$ cat src/rtl/scope_addr_dec_pkg.sv
package scope_addr_dec_pkg;
  localparam int unsigned ADDR_W   = 16;
  localparam int unsigned BLK_W    = 5;
  localparam int unsigned ROM_N    = 2;
  localparam int unsigned BANK_N   = 3;
  localparam int unsigned REGION_N = 8;
  localparam int unsigned REGION_W = 6;
  localparam int unsigned SINGLE_N = 16;

  typedef enum logic [1:0] {
    BLK_NONE = 2'd0,
    BLK_RAM  = 2'd1,
    BLK_IO   = 2'd2,
    BLK_ROM  = 2'd3
  } blk_kind_e;
endpackage

$ cat src/rtl/addr_blk_decode.sv
module addr_blk_decode
  import scope_addr_dec_pkg::*;
#(
  parameter int unsigned BLK_BITS = BLK_W,
  parameter int unsigned ROMS     = ROM_N,
  parameter int unsigned BANKS    = BANK_N
) (
  input  logic [BLK_BITS-1:0] blk_i,
  input  logic [BANKS-1:0]    bank_i,
  input  logic                qual_i,
  input  logic                rw_i,
  output logic [ROMS-1:0]     rom_cs_o,
  output logic                ram_oe_o,
  output logic                ram_we_o,
  output logic                io_en_o
);
  localparam int unsigned ROM_IDX_W = (ROMS > 1) ? $clog2(ROMS) : 1;

  blk_kind_e kind;
  logic      overlay;
  logic [ROM_IDX_W-1:0] rom_idx;

  // 8000-9FFF is the lowest quarter of ROM space: top three block bits 100
  assign overlay = (|bank_i) && (blk_i[BLK_BITS-1 -: 3] == 3'b100);
  assign rom_idx = blk_i[BLK_BITS-2 -: ROM_IDX_W];

  always_comb begin
    if (blk_i[BLK_BITS-1])          kind = overlay ? BLK_RAM : BLK_ROM;
    else if (blk_i == '0)           kind = BLK_RAM;
    else if (blk_i == BLK_BITS'(1)) kind = BLK_IO;
    else                            kind = BLK_NONE;
  end

  assign ram_oe_o = qual_i && (kind == BLK_RAM) && rw_i;
  assign ram_we_o = qual_i && (kind == BLK_RAM) && !rw_i;
  assign io_en_o  = qual_i && (kind == BLK_IO);

  for (genvar g = 0; g < ROMS; g++) begin : g_rom
    assign rom_cs_o[g] = qual_i && rw_i && (kind == BLK_ROM) &&
                         (rom_idx == ROM_IDX_W'(g));
  end
endmodule

$ cat src/rtl/addr_region_decode.sv
module addr_region_decode
  import scope_addr_dec_pkg::*;
#(
  parameter int unsigned REGIONS = REGION_N,
  parameter int unsigned RW      = REGION_W
) (
  input  logic [$clog2(REGIONS)+RW-1:0] off_i,
  input  logic                          en_i,
  output logic [REGIONS-2:0]            stb_o,
  output logic                          sub_en_o
);
  localparam int unsigned IDX_W = $clog2(REGIONS);

  logic [IDX_W-1:0] idx;
  assign idx = off_i[RW +: IDX_W];

  for (genvar g = 0; g < REGIONS - 1; g++) begin : g_reg
    assign stb_o[g] = en_i && (idx == IDX_W'(g));
  end
  // last region hands off to the single-address level
  assign sub_en_o = en_i && (idx == IDX_W'(REGIONS - 1));
endmodule

$ cat src/rtl/addr_single_decode.sv
module addr_single_decode
  import scope_addr_dec_pkg::*;
#(
  parameter int unsigned SINGLES = SINGLE_N
) (
  input  logic [$clog2(SINGLES)-1:0] idx_i,
  input  logic                       en_i,
  output logic [SINGLES-1:0]         stb_o
);
  localparam int unsigned IDX_W = $clog2(SINGLES);

  for (genvar g = 0; g < SINGLES; g++) begin : g_sng
    assign stb_o[g] = en_i && (idx_i == IDX_W'(g));
  end
endmodule

$ cat src/rtl/scope_addr_decode.sv
module scope_addr_decode
  import scope_addr_dec_pkg::*;
#(
  parameter int unsigned AW      = ADDR_W,
  parameter int unsigned ROMS    = ROM_N,
  parameter int unsigned BANKS   = BANK_N,
  parameter int unsigned REGIONS = REGION_N,
  parameter int unsigned SINGLES = SINGLE_N
) (
  input  logic [AW-1:0]      addr_i,
  input  logic               vma_i,
  input  logic               e_i,
  input  logic               rw_i,
  input  logic [BANKS-1:0]   bank_i,
  output logic [ROMS-1:0]    rom_cs_o,
  output logic               ram_oe_o,
  output logic               ram_we_o,
  output logic [REGIONS-2:0] region_stb_o,
  output logic [SINGLES-1:0] single_stb_o
);
  localparam int unsigned OFF_W = $clog2(REGIONS) + REGION_W;
  localparam int unsigned SIX_W = $clog2(SINGLES);

  logic qual, io_en, sub_en;
  assign qual = vma_i && e_i;

  addr_blk_decode #(.BLK_BITS(BLK_W), .ROMS(ROMS), .BANKS(BANKS)) u_blk (
    .blk_i    (addr_i[AW-1 -: BLK_W]),
    .bank_i   (bank_i),
    .qual_i   (qual),
    .rw_i     (rw_i),
    .rom_cs_o (rom_cs_o),
    .ram_oe_o (ram_oe_o),
    .ram_we_o (ram_we_o),
    .io_en_o  (io_en)
  );

  // bits between OFF_W and the block field are dropped: mirrors
  addr_region_decode #(.REGIONS(REGIONS), .RW(REGION_W)) u_region (
    .off_i    (addr_i[OFF_W-1:0]),
    .en_i     (io_en),
    .stb_o    (region_stb_o),
    .sub_en_o (sub_en)
  );

  addr_single_decode #(.SINGLES(SINGLES)) u_single (
    .idx_i (addr_i[SIX_W-1:0]),
    .en_i  (sub_en),
    .stb_o (single_stb_o)
  );
endmodule

$ cat config.mk
export PLATFORM = sky130hd
export DESIGN_NAME = scope_addr_decode
export DESIGN_NICKNAME = d
export VERILOG_FILES = /design/src/rtl/scope_addr_dec_pkg.sv /design/src/rtl/addr_blk_decode.sv /design/src/rtl/addr_region_decode.sv /design/src/rtl/addr_single_decode.sv /design/src/rtl/scope_addr_decode.sv
export SDC_FILE = /design/constraint.sdc
export NUM_CORES = 1
export LEC_CHECK = 0
export ABC_AREA = 1
export BUFFER_PORTS_ARGS = -buffer_cell sky130_fd_sc_hd__clkbuf_2
export CAP_MARGIN = 20
export CORE_AREA = 4 4 41 43
export DETAILED_ROUTE_END_ITERATION = 6
export DIE_AREA = 0 0 45 47
export GPL_TIMING_DRIVEN = 0
export PLACE_DENSITY = 0.8
export SLEW_MARGIN = 10
export SYNTH_ARGS = -nofsm -noshare
export SYNTH_HDL_FRONTEND = slang
export SYNTH_SLANG_ARGS = --single-unit
$ cat constraint.sdc
create_clock -name vclk -period 2.4
set_input_delay 0.48 -clock vclk [all_inputs]
set_output_delay 0.48 -clock vclk [all_outputs]
set_load 0.1 [all_outputs]
==> results.md, run 1 <==
- Fmax: 443 MHz
- Setup repair after global routing missed its margin: false
- Final worst slack: ~0.14 ns
- Mapped Nets: between 100 and 150
- Hold path cells: 3
- Crit path time final: 2.26 ns
- Lkg Pwr: between 0.4 and 0.5 nW
- Total wire length: ~1300 µm
- Final Max Slew Viols: 0
- First DRT Iteration DRCs: 7
- CTS hold repair buffers: 0
- Most frequent cells in the layout: clkbuf_2 (33), nand2_1 (30), nor2_1 (20)
- Area of the multi-input gates: around 430 µm²
- Buffers added on ports: 45
- Distinct cells, synth: 11
- CP arrival: 1.78 ns
- Final Cycle Share: 94.0%
- Final Instance Area: about 770 µm²
- Slew HR: a little under two thirds
- Layout fillers: approximately 140
- WP buf/inv: 2
- Cells along the critical path: clkbuf_2, nor2_2, nand2_1, nand2_2, nand2_4, nor2_4, nand2_1, nor2_1, clkbuf_2
- Slew @ Worst Pin: between 0.5 and 0.6 ns
- Die X: between 40 and 50 µm
- Critical-path top delay cell: clkbuf_2
- Setup TNS: 0 ns
- Worst slack, placed: about 0.017 ns
- Clock buffer count: 0
- Mapped cell area: 478 µm²
- Most common cell after layout, fill and taps aside: clkbuf_2
- Post-CTS setup buffer count: 0
- Pwr Total: between 70 and 80 µW
- Post-place instance area: 748 µm²
- Required @ worst endpoint: roughly 1.9 ns
- Avg Vias per Cell: around 4.3
- Fin Hold WS: 1.45 ns
- Row cnt: 13
- Die area: ~2100 µm²
- Worst Path Max Fanout: 4
- Core area: roughly 1300 µm²
- Grt ovf: 0
- Total number of vias: roughly 650
- Post-DRT Antenna Nets: 0
- Crit-path max cell delay: roughly 0.46 ns
- Largest net degree at the start of global routing: 11
- Seq_cells: 0
- Syn-to-layout area delta: 61.8%
- Starting Density: between 30% and 40%
- HP Class: input port to primary output
- Vias in the first global route: between 500 and 600
- Mapped Cells: between 90 and 100
- Final Wtd Congestion: about 0.76
- First-pass GRT wire length: between 2000 and 2500 µm
- Final count of hold timing violations: 0
- Mean cell area of the mapped netlist: approximately 5.1 µm²
- Status: finished, final reports clean
- Fin nets: roughly 160
- Yosys warnings: 0
- DRT Pass-1 Iters: 5
- Max-cap violation count: 0
- FF+latch area: 0 µm²
- Startpoint Class: input port
- Final Setup Violations: 0
- Crit. path cell count: 9
- Antenna Cells: 0
- Crit path max-delay family: simple AND/OR/NAND/NOR gates
- Crit path capture type: primary output
- Dpl hpwl: roughly 1200 µm
- DRC viols: 0
- Layout cell share with drive strength beyond 1: between 50% and 60%
- Power Dens Cells: 99.8 nW/µm²
- Peak VDD IR: approximately 63 µV
- Crit path kind: input port to primary output
- Seq/Total Area, Yosys: 0%
- Die Span Y: 47 µm
- Per-cell routed wire length: between 8 and 9 µm
- Ports: slightly below 50
- Initial antenna violation count: 0
- GRT Total Usage: about an eighth
## synth_stat cells, drive strengths merged
cell | number | area, µm²
a21oi | 1 | 5.00
buf | 1 | 20.0
inv | 15 | 56.3
nand2 | 34 | 148
nand3 | 3 | 15.0
nor2 | 37 | 224
nor3 | 2 | 10.0
## worst min-delay path, cell delays in order
cell and delay [ns]:
clkbuf_2 0.10, nor2_2 0.04, clkbuf_2 0.35
## cell families (layout without fill, tap and decap cells)
family                 after synthesis  count (layout)  synth area share, %
AO/OA/AOI/OAI                        1               1                 1.05
AND/OR/NAND/NOR                     76              76                 83.0
buffers and inverters               16              61                 16.0
## per-stage QoR
stage	std cells	util [%]
after floorplan	93	-
after global placement	153	57.5
after detailed placement	153	57.5
after CTS	153	57.5
after global routing	153	59.4
final	153	59.4
## repair_timing
action,4_1_cts,5_1_grt
setup endpoints to repair,0,12
gates resized for setup,0,22
hold endpoints to repair,0,0
## layout make-up
type / count / area share, %
Tap cell: 15 / 2.43
Buffer: 1 / 2.59
Inverter: 15 / 7.28
Timing Repair Buffer: 45 / 32.4
Multi-Input combinational cell: 77 / 55.3
## metal layers
layer	global-route usage (%)	vias up	routed length (µm)
li1	-	360	-
met1	16.6	266	509
met5	0	-	0
met3	0.766	0	128
met2	23.2	25	689
met4	0	0	0
## worst paths after layout
kind / to / startpoint / slack [ns]
worst min-delay path: ram_we_o / rw_i / 1.45
worst max-delay path: region_stb_o[6] / addr_i[14] / 0.14
## report_power, final
part	total [mW]	switching, mW	internal, mW
combinational	0.0771	0.0536	0.0235
clock	0	0	0
sequential	0	0	0
total	0.0771	0.0536	0.0235
Power figures use the tool's default switching activity.
==> run 2, diff against run 1 <==
REMOVE_ABC_BUFFERS = 1   (was unset)
==> run 2 against run 1 <==
Compared with the run above: via count increased by 3.1%; sequential share of layout area unchanged; routed wire length decreased by 3.3%; critical endpoint is now single_stb_o[3]; die area unchanged; combinational power decreased by 4.2%.
==> results.md, run 2 (synthesis results as in run 1) <==
- Setup TNS: 0 ns
- Final Wtd Congestion: 0.734
- Hold path cells: 3
- CTS hold repair buffers: 0
- Final Setup Violations: 0
- Pwr Total: between 70 and 80 µW
- Met1 global-route usage: around 15%
- Crit path time final: roughly 2.2 ns
- Max-cap violation count: 0
- Slew @ Worst Pin: between 0.5 and 0.6 ns
- Clock buffer count: 0
- First-pass GRT wire length: about 2100 µm
- Power Dens Cells: 99.6 nW/µm²
- Die X: ~45 µm
- Most used routing layer: met2
- Fmax: between 400 and 500 MHz
- Final Util: between 50% and 60%
- Vias in the first global route: around 580
- Status: finished, final reports clean
- First DRT Iteration DRCs: 10
- Largest net degree at the start of global routing: 17
- Comb power frac: 100.0%
- Ports: between 40 and 50
- GRT Total Usage: around 13%
- WHS Endpoint: ram_we_o
- Post-DRT Antenna Nets: 0
- Layout cell share with drive strength beyond 1: between 40 and 50%
- Internal power: roughly 23 µW
- Routing usage on met2: 26.3%
- Clock power share: 0%
- Row cnt: 13
- HP Class: input port to primary output
- Dpl hpwl: 1140 µm
- Cells along the critical path: clkbuf_2, nor2_2, nand2_1, nand2_2, nand2_4, nor2_4, nand2_4, nor2_1, clkbuf_4
- Die area: roughly 2100 µm²
- Buffers added on ports: 45
- Psw: around 51 µW
- Net Sw Frac: 69.1%
- Final Cycle Share: 93.4%
- Required @ worst endpoint: between 1.5 and 2 ns
- Most frequent CP cell: nand2_4
- Post-CTS setup buffer count: 0
- Antenna Cells: 0
- Most common cell after layout, fill and taps aside: nand2_1
- Final count of hold timing violations: 0
- Crit path max-delay family: simple AND/OR/NAND/NOR gates
- WP buf/inv: 2
- Flop pwr share: 0%
- Starting Density: between 30% and 40%
- FF+latch area: 0 µm²
- Peak VDD IR: around 51 µV
- Final Max Slew Viols: 0
- Critical-path top delay cell: clkbuf_4
- DRC viols: 0
- Startpoint Class: input port
- Slew HR: 64.0%
- Crit path capture type: primary output
- Fin nets: approximately 160
- Crit path kind: input port to primary output
- Worst Path Max Fanout: 16
- Total number of vias: 671
- Per-cell routed wire length: about 8.4 µm
- Total wire length: around 1300 µm
- Crit-path max cell delay: around 0.34 ns
- Core area: roughly 1300 µm²
- Grt ovf: 0
- Final Non-Filler Cells: around 150
- Hold Startpoint: rw_i
- Most frequent cells in the layout: nand2_1 (30), clkbuf_2 (29), nor2_1 (25)
- Seq_cells: 0
- Lkg Pwr: about 0.40 nW
- DRT Pass-1 Iters: 4
- CP arrival: 1.76 ns
- Dpl cells: about 150
- Die Span Y: approximately 47 µm
- Initial antenna violation count: 0
- Syn-to-layout area delta: 55.2%
- Avg Vias per Cell: 4.41
- Grt met3 use: 0%
run 2: cell count changes in the layout (fill, tap and decap cells not counted), moves of 2 or more:
cell and change:
clkbuf_4 +3, nor3_1 +2, nor2_2 -5, buf_4 +3
buf_2 -2, nor2_1 +5, nor3_2 -2, clkbuf_2 -4
run 2: timing repair:
| item | CTS | global route |
|---|---|---|
| gates cloned | 0 | 0 |
| resized for setup | 2 | 31 |
| endpoints found under the setup margin | 2 | 16 |
run 2: power groups by stage:
stage	sequential (mW)	combinational, mW	clock [mW]
4_1_cts	0	0.0744	0
3_5_place_dp	0	0.0740	0
5_1_grt	0	0.0830	0
2_1_floorplan	0	0.0488	0
6_report	0	0.0739	0
3_3_place_gp	0	0.0721	0
run 2: per-stage QoR:
stage                     hold slack, ns  worst slack (ns)  instance area, µm²
after floorplan                     1.23            -0.938                 458
after global placement              1.44            0.0203                 702
after detailed placement            1.46           -0.0101                 702
after CTS                           1.46           0.00408                 707
after global routing                1.48          -0.00894                 742
final                               1.45             0.158                 742
run 2: worst max-delay path by stage:
stage                from               end  slack [ns]  depth (start not counted)
6_report       addr_i[14]   single_stb_o[3]        0.16                          9
5_1_grt        addr_i[14]   single_stb_o[3]      -0.009                          9
4_1_cts        addr_i[14]  single_stb_o[15]       0.004                          9
3_5_place_dp   addr_i[14]  single_stb_o[14]       -0.01                          9
3_3_place_gp   addr_i[14]   single_stb_o[4]        0.02                          9
2_1_floorplan  addr_i[14]       rom_cs_o[0]       -0.94                          5
run 2: routing by layer:
layer	routed length (µm)	vias to the layer above	part of all wire, %
li1	-	360	-
met1	481	275	37
met2	643	36	50
met3	158	0	12
met4	0	0	0
met5	0	-	0
run 2: area by class of cell:
type / count / area (µm²)
Inverter: 15 / 56.3
Timing Repair Buffer: 45 / 265
Fill cell: 142 / 559
Multi-Input combinational cell: 77 / 402
Tap cell: 15 / 18.8
